File: config.mk
export PLATFORM = sky130hd
export DESIGN_NAME = bkp_unit
export DESIGN_NICKNAME = d
export VERILOG_FILES = /design/src/rtl/bkp_pkg.sv /design/src/rtl/bkp_regs.sv /design/src/rtl/bkp_channel.sv /design/src/rtl/bkp_unit.sv
export SDC_FILE = /design/constraint.sdc
export NUM_CORES = 1
export LEC_CHECK = 0
export BUFFER_PORTS_ARGS = -buffer_cell sky130_fd_sc_hd__buf_4
export CORE_MARGIN = 5
export CORE_UTILIZATION = 54
export DETAILED_ROUTE_END_ITERATION = 8
export PLACE_DENSITY_LB_ADDON = 0.05
export SETUP_SLACK_MARGIN = 0.4
export SLEW_MARGIN = 25
export SYNTH_ARGS = -nofsm -noshare
export SYNTH_HDL_FRONTEND = slang
export SYNTH_SLANG_ARGS = --single-unit
File: constraint.sdc
create_clock -name clk -period 2.54 [get_ports clk]
set_input_delay 0.254 -clock clk [delete_from_list [all_inputs] [get_ports clk]]
set_output_delay 0.254 -clock clk [all_outputs]
set_load 0.02 [all_outputs]
File: src/rtl/bkp_pkg.sv
package bkp_pkg;
  localparam int N_CH        = 4;
  localparam int CH_C        = 2;
  localparam int CH_D        = 3;
  localparam int QUAL_W      = 9;
  localparam int Q_CPU       = 0;
  localparam int Q_OTHER     = 1;
  localparam int Q_FETCH     = 2;
  localparam int Q_DATA      = 3;
  localparam int Q_RD        = 4;
  localparam int Q_WR        = 5;
  localparam int Q_SZ0       = 6;
  localparam int REG_CTRL    = 0;
  localparam int REG_CH0     = 1;
  localparam int REGS_PER_CH = 5;
  localparam int SLOT_ADDR   = 0;
  localparam int SLOT_AMASK  = 1;
  localparam int SLOT_QUAL   = 2;
  localparam int SLOT_DATA   = 3;
  localparam int SLOT_DMASK  = 4;
  localparam int REG_CNT_C   = REG_CH0 + N_CH * REGS_PER_CH;
  localparam int REG_CNT_D   = REG_CNT_C + 1;
  localparam int CTRL_SEQ    = 0;
  localparam int CTRL_CNT_C  = 1;
  localparam int CTRL_CNT_D  = 2;
  localparam int CTRL_CLR0   = 8;
endpackage

File: src/rtl/bkp_regs.sv
module bkp_regs
  import bkp_pkg::*;
#(
  parameter int AW    = 32,
  parameter int DW    = 32,
  parameter int CW    = 12,
  parameter int RA_W  = 5,
  parameter int REG_W = 32
) (
  input  logic                          clk,
  input  logic                          rst,
  input  logic                          we,
  input  logic [RA_W-1:0]               addr,
  input  logic [REG_W-1:0]              wdata,
  output logic                          seq_en,
  output logic                          cnt_en_c,
  output logic                          cnt_en_d,
  output logic [N_CH-1:0][AW-1:0]       cfg_addr,
  output logic [N_CH-1:0][AW-1:0]       cfg_amask,
  output logic [N_CH-1:0][QUAL_W-1:0]   cfg_qual,
  output logic [N_CH-1:0][DW-1:0]       cfg_data,
  output logic [N_CH-1:0][DW-1:0]       cfg_dmask,
  output logic [N_CH-1:0]               clr_flags,
  output logic                          load_c,
  output logic                          load_d,
  output logic [CW-1:0]                 load_val
);
  logic ctrl_hit;
  assign ctrl_hit  = we && (int'(addr) == REG_CTRL);
  assign clr_flags = ctrl_hit ? wdata[CTRL_CLR0 +: N_CH] : '0;
  assign load_c    = we && (int'(addr) == REG_CNT_C);
  assign load_d    = we && (int'(addr) == REG_CNT_D);
  assign load_val  = wdata[CW-1:0];

  always_ff @(posedge clk) begin
    if (rst) begin
      seq_en    <= 1'b0;
      cnt_en_c  <= 1'b0;
      cnt_en_d  <= 1'b0;
      cfg_addr  <= '0;
      cfg_amask <= '0;
      cfg_qual  <= '0;
      cfg_data  <= '0;
      cfg_dmask <= '0;
    end else if (we) begin
      if (ctrl_hit) begin
        seq_en   <= wdata[CTRL_SEQ];
        cnt_en_c <= wdata[CTRL_CNT_C];
        cnt_en_d <= wdata[CTRL_CNT_D];
      end
      for (int c = 0; c < N_CH; c++) begin
        if (int'(addr) == REG_CH0 + c*REGS_PER_CH + SLOT_ADDR)
          cfg_addr[c] <= wdata[AW-1:0];
        if (int'(addr) == REG_CH0 + c*REGS_PER_CH + SLOT_AMASK)
          cfg_amask[c] <= wdata[AW-1:0];
        if (int'(addr) == REG_CH0 + c*REGS_PER_CH + SLOT_QUAL)
          cfg_qual[c] <= wdata[QUAL_W-1:0];
        if (c >= CH_C) begin
          if (int'(addr) == REG_CH0 + c*REGS_PER_CH + SLOT_DATA)
            cfg_data[c] <= wdata[DW-1:0];
          if (int'(addr) == REG_CH0 + c*REGS_PER_CH + SLOT_DMASK)
            cfg_dmask[c] <= wdata[DW-1:0];
        end
      end
    end
  end
endmodule

File: src/rtl/bkp_channel.sv
module bkp_channel
  import bkp_pkg::*;
#(
  parameter int AW       = 32,
  parameter int DW       = 32,
  parameter int CW       = 12,
  parameter bit HAS_DATA = 1'b0,
  parameter bit HAS_CNT  = 1'b0
) (
  input  logic              clk,
  input  logic              rst,
  input  logic              cyc_valid,
  input  logic [AW-1:0]     cyc_addr,
  input  logic [DW-1:0]     cyc_data,
  input  logic              cyc_cpu,
  input  logic              cyc_fetch,
  input  logic              cyc_write,
  input  logic [1:0]        cyc_size,
  input  logic [AW-1:0]     cfg_addr,
  input  logic [AW-1:0]     cfg_amask,
  input  logic [QUAL_W-1:0] cfg_qual,
  input  logic [DW-1:0]     cfg_data,
  input  logic [DW-1:0]     cfg_dmask,
  input  logic              gate,
  input  logic              cnt_en,
  input  logic              cnt_load,
  input  logic [CW-1:0]     cnt_val,
  output logic              fire
);
  logic size_ok, attr_ok, addr_ok, data_ok, match;

  always_comb begin
    case (cyc_size)
      2'd0:    size_ok = cfg_qual[Q_SZ0];
      2'd1:    size_ok = cfg_qual[Q_SZ0+1];
      2'd2:    size_ok = cfg_qual[Q_SZ0+2];
      default: size_ok = 1'b0;
    endcase
  end

  assign attr_ok = cfg_qual[cyc_cpu   ? Q_CPU   : Q_OTHER]
                 & cfg_qual[cyc_fetch ? Q_FETCH : Q_DATA]
                 & cfg_qual[cyc_write ? Q_WR    : Q_RD]
                 & size_ok;
  assign addr_ok = ((cyc_addr ^ cfg_addr) & ~cfg_amask) == '0;

  generate
    if (HAS_DATA) begin : g_data
      assign data_ok = ((cyc_data ^ cfg_data) & ~cfg_dmask) == '0;
    end else begin : g_nodata
      logic unused_data;
      assign unused_data = ^{cyc_data, cfg_data, cfg_dmask};
      assign data_ok = 1'b1;
    end
  endgenerate

  assign match = cyc_valid & attr_ok & addr_ok & data_ok & gate;

  generate
    if (HAS_CNT) begin : g_cnt
      logic [CW-1:0] cnt_q;
      logic          at_limit;
      assign at_limit = (cnt_q <= CW'(1));
      assign fire     = match & (~cnt_en | at_limit);
      always_ff @(posedge clk) begin
        if (rst)                                cnt_q <= '0;
        else if (cnt_load)                      cnt_q <= cnt_val;
        else if (match && cnt_en && !at_limit)  cnt_q <= cnt_q - CW'(1);
      end
    end else begin : g_nocnt
      logic unused_cnt;
      assign unused_cnt = ^{clk, rst, cnt_en, cnt_load, cnt_val};
      assign fire = match;
    end
  endgenerate
endmodule

File: src/rtl/bkp_unit.sv
module bkp_unit
  import bkp_pkg::*;
#(
  parameter int AW    = 32,
  parameter int DW    = 32,
  parameter int CW    = 12,
  parameter int RA_W  = 5,
  parameter int REG_W = 32
) (
  input  logic             clk,
  input  logic             rst,
  input  logic             bus_valid,
  input  logic [AW-1:0]    bus_addr,
  input  logic [DW-1:0]    bus_data,
  input  logic             bus_cpu,
  input  logic             bus_fetch,
  input  logic             bus_write,
  input  logic [1:0]       bus_size,
  input  logic             reg_we,
  input  logic [RA_W-1:0]  reg_addr,
  input  logic [REG_W-1:0] reg_wdata,
  output logic             brk_req,
  output logic [N_CH-1:0]  brk_flags
);
  logic                        seq_en, cnt_en_c, cnt_en_d;
  logic [N_CH-1:0][AW-1:0]     cfg_addr, cfg_amask;
  logic [N_CH-1:0][QUAL_W-1:0] cfg_qual;
  logic [N_CH-1:0][DW-1:0]     cfg_data, cfg_dmask;
  logic [N_CH-1:0]             clr_flags, fire, fire_eff, gate, cnt_en, cnt_load;
  logic                        load_c, load_d;
  logic [CW-1:0]               load_val;
  logic                        seq_armed;

  bkp_regs #(.AW(AW), .DW(DW), .CW(CW), .RA_W(RA_W), .REG_W(REG_W)) u_regs (
    .clk(clk), .rst(rst), .we(reg_we), .addr(reg_addr), .wdata(reg_wdata),
    .seq_en(seq_en), .cnt_en_c(cnt_en_c), .cnt_en_d(cnt_en_d),
    .cfg_addr(cfg_addr), .cfg_amask(cfg_amask), .cfg_qual(cfg_qual),
    .cfg_data(cfg_data), .cfg_dmask(cfg_dmask), .clr_flags(clr_flags),
    .load_c(load_c), .load_d(load_d), .load_val(load_val)
  );

  generate
    for (genvar c = 0; c < N_CH; c++) begin : g_ch
      assign gate[c]     = (c == CH_D) ? (~seq_en | seq_armed) : 1'b1;
      assign cnt_en[c]   = (c == CH_C) ? cnt_en_c : (c == CH_D) ? cnt_en_d : 1'b0;
      assign cnt_load[c] = (c == CH_C) ? load_c   : (c == CH_D) ? load_d   : 1'b0;
      bkp_channel #(
        .AW(AW), .DW(DW), .CW(CW),
        .HAS_DATA(c >= CH_C), .HAS_CNT(c >= CH_C)
      ) u_ch (
        .clk(clk), .rst(rst), .cyc_valid(bus_valid), .cyc_addr(bus_addr),
        .cyc_data(bus_data), .cyc_cpu(bus_cpu), .cyc_fetch(bus_fetch),
        .cyc_write(bus_write), .cyc_size(bus_size),
        .cfg_addr(cfg_addr[c]), .cfg_amask(cfg_amask[c]), .cfg_qual(cfg_qual[c]),
        .cfg_data(cfg_data[c]), .cfg_dmask(cfg_dmask[c]), .gate(gate[c]),
        .cnt_en(cnt_en[c]), .cnt_load(cnt_load[c]), .cnt_val(load_val),
        .fire(fire[c])
      );
    end
  endgenerate

  always_comb begin
    fire_eff = fire;
    if (seq_en) fire_eff[CH_C] = 1'b0;
  end

  always_ff @(posedge clk) begin
    if (rst || reg_we || !seq_en) seq_armed <= 1'b0;
    else                          seq_armed <= fire[CH_C] | (seq_armed & ~fire[CH_D]);
  end

  always_ff @(posedge clk) begin
    if (rst) begin
      brk_req   <= 1'b0;
      brk_flags <= '0;
    end else begin
      brk_req   <= |fire_eff;
      brk_flags <= (brk_flags & ~clr_flags) | fire_eff;
    end
  end
endmodule

==> impl_metrics.tcl, run 1 <==
set metrics [dict create \
    outcome "finished clean" \
    final_common_cell "nand2_1" \
    cts-root-buf "clkbuf_16" \
    rrSetupSlack_ns 0.09 \
    pwr-share-comb_pct 8.3 \
    syn_area_sq_um 19700 \
    setup_viol 0 \
    ant_nets 0 \
    hold_viol 0 \
    fillers 3107 \
    viasPerCell 5.95 \
    layout-drive-gt1-share_pct 17.1 \
    numClockSinks 453 \
    syn_avg_cell_area_sq_um 7.79 \
    ys.flop_type "dfxtp_1" \
    dieArea_sq_um 40400 \
    endpoint "g_ch[2].u_ch.g_cnt.cnt_q[8]" \
    cts-buffers-inserted 48 \
    dp_hpwl_um 47400 \
    final_util_pct 66.1 \
    relSlewSlack_pct 24.8 \
    ys_warn_count 0 \
    clock_skew_ns 0.0183 \
    synth_seq_cells 453 \
    drv_cap 0 \
    critPathKind "flop to flop" \
    crit_required_ns 3.03 \
    htreeDepth 2 \
    wl_per_cell_um 23.3 \
    clock_latency_ns 0.59 \
    drc_errors 0 \
    r2r_cells 8 \
    grt_pass1_wl_um 107000 \
    coreArea_sq_um 36300 \
    seq_area_sq_um 9100 \
    chipWidth_um 201 \
    multi_input_area_sq_um 10700 \
    netSwitchingFraction_pct 24.1 \
    power.leakage_nw 8.33 \
    tightest_slew_ns 1.12 \
    gp_congestion 0.988 \
    grt_pass1_vias 16900 \
    route.vias.total 18400 \
    port_buffers 114 \
    r2r_end "g_ch[2].u_ch.g_cnt.cnt_q[8]" \
    crit_arrival_ns 2.94 \
    dr.pass1.iters 5 \
    io-pin-count 115 \
    grt_use_total_pct 34.3 \
    final.setup.tns_ns 0 \
    cp_max_fo 12 \
    insertedDiodeCount 0 \
    drt_iter0_markers 2228 \
    die_y_um 201 \
    synth_fp_nets 2640 \
    hp-class "input pin to flop" \
    place_ws_ns -0.244 \
    tritoncts "built" \
    start_util_pct 54.3 \
    cp-end-kind "flop" \
    syn_inst 2526 \
    maxSlewViolCount 0 \
    area_growth_pct 21.8 \
    ys_types 54 \
    cp-start-kind "flop" \
    final_cells 3099 \
    power_switching_mw 3.88 \
    overflow 0 \
    seqPwrFrac_pct 44.7 \
    clk_pin_slew_worst_paths_ns 0.06 \
    timing.fmax_mhz 408 \
    layout_common_cells "797 x nand2_1, 432 x dfxtp_1, 393 x a21oi_1" \
    reg2reg_from "g_ch[2].u_ch.g_cnt.cnt_q[4]" \
    placed_cells 2988 \
    synth_edf_count 0 \
    antenna_found_initial 0 \
    setup_slack_ns 0.0899 \
    finalWirelength_um 72300 \
    critical_path.startpoint "g_ch[2].u_ch.g_cnt.cnt_q[4]" \
    async_flop_share_pct 0 \
    rsz0062_at_grt "true" \
    grt_max_degree 129 \
    pwr-share-clk_pct 47.0 \
    min_period_ns 2.45 \
    internal-power_mw 12.2 \
    fin_nets 2706 \
    rows 70 \
    post-route-period-util_pct 96.5 \
    irDropWorstVdd_mv 0.493 \
    cts_buffer_depth 3 \
    yosysSeqAreaShare_pct 46.1 \
    powerDensity_nw_per_um2 671 \
]
-- cell type report --
cell class / instances / share of cell area, %
Timing Repair Buffer: 232 / 7.75
Multi-Input combinational cell: 1847 / 44.6
Tap cell: 468 / 2.44
Inverter: 10 / 0.157
Sequential cell: 453 / 38.0
Clock inverter: 15 / 0.971
Clock buffer: 74 / 6.13
-- state kept, by name, summed over array words and instances (netlist names), 4 cells and up --
signal	cells
u_regs.cfg_amask	128
u_regs.cfg_addr	128
u_regs.cfg_data	64
brk_flags	4
u_regs.cfg_dmask	64
g_ch.u_ch.g_cnt.cnt_q	24
u_regs.cfg_qual	36
-- cell families (layout without fill, tap and decap cells) --
family | count (synthesis) | in the layout | share of synthesized area, %
buf+inv | 228 | 331 | 4.39
fa+ha+maj | 4 | 4 | 0.254
flops | 453 | 453 | 46.1
compound gates | 558 | 558 | 15.6
xor+xnor | 203 | 203 | 9.03
simple gates | 1021 | 1023 | 21.6
mux | 59 | 59 | 3.01
-- stage by stage --
stage	total power, mW	hold WS, ns	instance area [sq um]
floorplan	7.96	0.390	19700
global placement	8.54	0.441	21100
detailed placement	8.54	0.447	21100
CTS	16.0	0.00435	23400
global route	16.5	0.0261	24000
finish	16.1	0.0268	24000
-- power groups by stage --
stage	Combinational, mW	Clock, mW	Sequential (mW)
final	1.33	7.56	7.19
after global routing	1.37	7.90	7.20
after CTS	1.24	7.59	7.19
after detailed placement	1.19	0	7.35
after global placement	1.19	0	7.35
after floorplan	0.621	0	7.34
-- per-layer routing --
metal,part of all wire [%],GRT usage [%],wire length [um],up-vias
met5,0,0,0,-
met4,4.2,14.6,3020,0
met3,11,8.11,8060,161
met2,44,50.8,31700,971
met1,41,48.1,29500,8728
li1,-,-,-,8576
-- how the worst min path moves through the flow --
stage | startpoint | to | cells past startpoint
floorplan | reg_wdata[9] | u_regs.cfg_dmask[73] | 2
global placement | u_regs.cfg_amask[69] | u_regs.cfg_amask[69] | 2
detailed placement | u_regs.cfg_amask[6] | u_regs.cfg_amask[6] | 2
CTS | reg_wdata[21] | u_regs.cfg_data[85] | 3
global route | reg_wdata[14] | u_regs.cfg_data[110] | 3
finish | reg_wdata[27] | u_regs.cfg_dmask[123] | 3
-- synth_stat cells, types with 8 or more instances --
master / count / area (sq um)
o21ai_0: 8 / 40.0
inv_1: 10 / 37.5
nand2_1: 797 / 2990
a211oi_1: 11 / 82.6
xnor2_1: 203 / 1780
nor3_1: 15 / 75.1
nand3_1: 13 / 65.1
a21oi_1: 394 / 1970
nor4_1: 55 / 344
o22ai_1: 115 / 719
dfxtp_1: 453 / 9070
nor2_1: 80 / 300
clkbuf_1: 215 / 807
mux2i_1: 58 / 581
and3_1: 9 / 56.3
-- what timing repair did --
item	4_1_cts	5_1_grt
endpoints found under the setup margin	30	30
setup buffers	9	7
hold buffers	4	0
pin swaps	26	42
gates cloned	2	0
resized for setup	79	77
endpoints found under the hold margin	11	0
-- critical path, stage by stage, from the launching register on --
cell      delay [ns]
dfxtp_4         0.34
or4_4           0.53
or4_4           0.43
o31a_1          0.32
nand4_4         0.11
nor3_4          0.05
buf_12          0.14
a31o_1          0.21
a311oi_1        0.23
Note: power is estimated with default switching activity, not from simulation.
==> inputs of run 2 (changes only) <==
Settings changed: MAX_ROUTING_LAYER set to met4.
==> impl_metrics.tcl, run 2 (synthesis results as in run 1) <==
set metrics [dict create \
    grt_use_met1_pct 48.5 \
    min_period_ns 2.48 \
    pwr-share-clk_pct 44.8 \
    layout-drive-gt1-share_pct 15.9 \
    area_growth_pct 20.0 \
    grt_use_met2_pct 52.8 \
    final_util_pct 65.2 \
    irDropWorstVdd_mv 0.605 \
    die_y_um 201 \
    r2r_cells 6 \
    rrSetupSlack_ns 0.06 \
    drt_iter0_markers 2004 \
    route.vias.total 18500 \
    cts_buffer_depth 3 \
    power_switching_mw 3.81 \
    cp-start-kind "flop" \
    start_util_pct 54.3 \
    cts-buffers-inserted 48 \
    cts-root-buf "clkbuf_16" \
    busiest_layer "met2" \
    antenna_found_initial 0 \
    relSlewSlack_pct 41.5 \
    placed_cells 2990 \
    io-pin-count 115 \
    viasPerCell 5.98 \
    overflow 0 \
    final.setup.tns_ns 0 \
    drv_cap 0 \
    grt_max_degree 132 \
    htreeDepth 2 \
    met3_usage_pct 6.43 \
    dr.pass1.iters 5 \
    coreArea_sq_um 36300 \
    fin_nets 2701 \
    grt_use_total_pct 35.4 \
    powerDensity_nw_per_um2 653 \
    hp-class "input pin to flop" \
    port_buffers 114 \
    wl_per_cell_um 23.4 \
    dieArea_sq_um 40400 \
    clock_latency_ns 0.59 \
    grt_pass1_vias 17100 \
    layout_common_cells "797 x nand2_1, 438 x dfxtp_1, 394 x a21oi_1" \
    whs_path_depth 3 \
    dp_hpwl_um 48200 \
    setup_slack_ns 0.0617 \
    r2r_end "brk_req" \
    post-route-period-util_pct 97.6 \
    power.leakage_nw 8.11 \
    numClockSinks 453 \
    place_ws_ns -0.0208 \
    top_regs "u_regs.cfg_addr: 128 flops, u_regs.cfg_amask: 128 flops" \
    rsz0062_at_grt "true" \
    final_common_cell "nand2_1" \
    hold_viol 0 \
    drc_errors 0 \
    cp_max_fo 7 \
    seqPwrFrac_pct 46.6 \
    chipWidth_um 201 \
    finalWirelength_um 72400 \
    holdWs_ns 0.0200 \
    netSwitchingFraction_pct 24.7 \
    tritoncts "built" \
    outcome "finished clean" \
    pwr-share-comb_pct 8.6 \
    crit_arrival_ns 2.99 \
    setup_viol 0 \
    reg2reg_from "g_ch[2].u_ch.g_cnt.cnt_q[4]" \
    internal-power_mw 11.6 \
    clock_skew_ns 0.0107 \
    maxSlewViolCount 0 \
    clk_pin_slew_worst_paths_ns 0.06 \
    critPathKind "flop to flop" \
    grt_pass1_wl_um 107000 \
    final_cells 3091 \
    ant_nets 0 \
    timing.fmax_mhz 404 \
    critical_path.startpoint "g_ch[2].u_ch.g_cnt.cnt_q[4]" \
    gp_congestion 0.985 \
    cp-end-kind "flop" \
    tightest_slew_ns 0.870 \
    rows 70 \
    crit_required_ns 3.05 \
    endpoint "brk_req" \
]
[run 2: power groups by stage]
stage	clock, mW	combinational [mW]	sequential, mW
after floorplan	0	0.621	7.34
after global placement	0	1.20	7.35
after detailed placement	0	1.20	7.35
after CTS	6.96	1.24	7.19
after global routing	7.27	1.36	7.20
final	6.92	1.32	7.19
[run 2: worst min path at each step]
stage                           end  slack (ns)                  from
2_1_floorplan  u_regs.cfg_dmask[73]        0.39          reg_wdata[9]
3_3_place_gp   u_regs.cfg_dmask[77]        0.44  u_regs.cfg_dmask[77]
3_5_place_dp   u_regs.cfg_dmask[68]        0.45  u_regs.cfg_dmask[68]
4_1_cts        u_regs.cfg_amask[91]      0.0002         reg_wdata[27]
5_1_grt        u_regs.cfg_data[119]       0.007         reg_wdata[23]
6_report       u_regs.cfg_data[119]        0.02         reg_wdata[23]
[run 2: final cells by class]
class	count	area [sq um]
diodes	1	2.50
clock buffers	75	1410
clock inverters	10	110
fillers	3152	12600
inverters	10	37.5
multi-input cells	1845	10500
flip-flops and latches	453	9090
well taps	468	586
repair buffers	229	1850
[run 2: critical path: stages, from the launching register on]
cell,delay [ns]
dfxtp_4,0.36
or4_4,0.53
or4_4,0.43
o31a_1,0.30
buf_4,0.16
or4b_4,0.49
a21oi_1,0.13
[run 2: what timing repair did]
item / 4_1_cts / 5_1_grt
pin swaps: 24 / 48
setup endpoints to repair: 29 / 30
resized for setup: 56 / 84
endpoints found under the hold margin: 7 / 0
buffers inserted: 5 / 8
hold buffers: 2 / 0
[run 2: stage by stage]
step           power, mW  instance area [sq um]
2_1_floorplan       7.96                  19700
3_3_place_gp        8.54                  21200
3_5_place_dp        8.55                  21200
4_1_cts             15.4                  23100
5_1_grt             15.8                  23600
6_report            15.4                  23600
[run 2: layer usage]
layer,share of wire (%),vias to the layer above
li1,-,8547
met3,10,147
met2,44,903
met4,4.2,0
met1,41,8896
met5,0,-
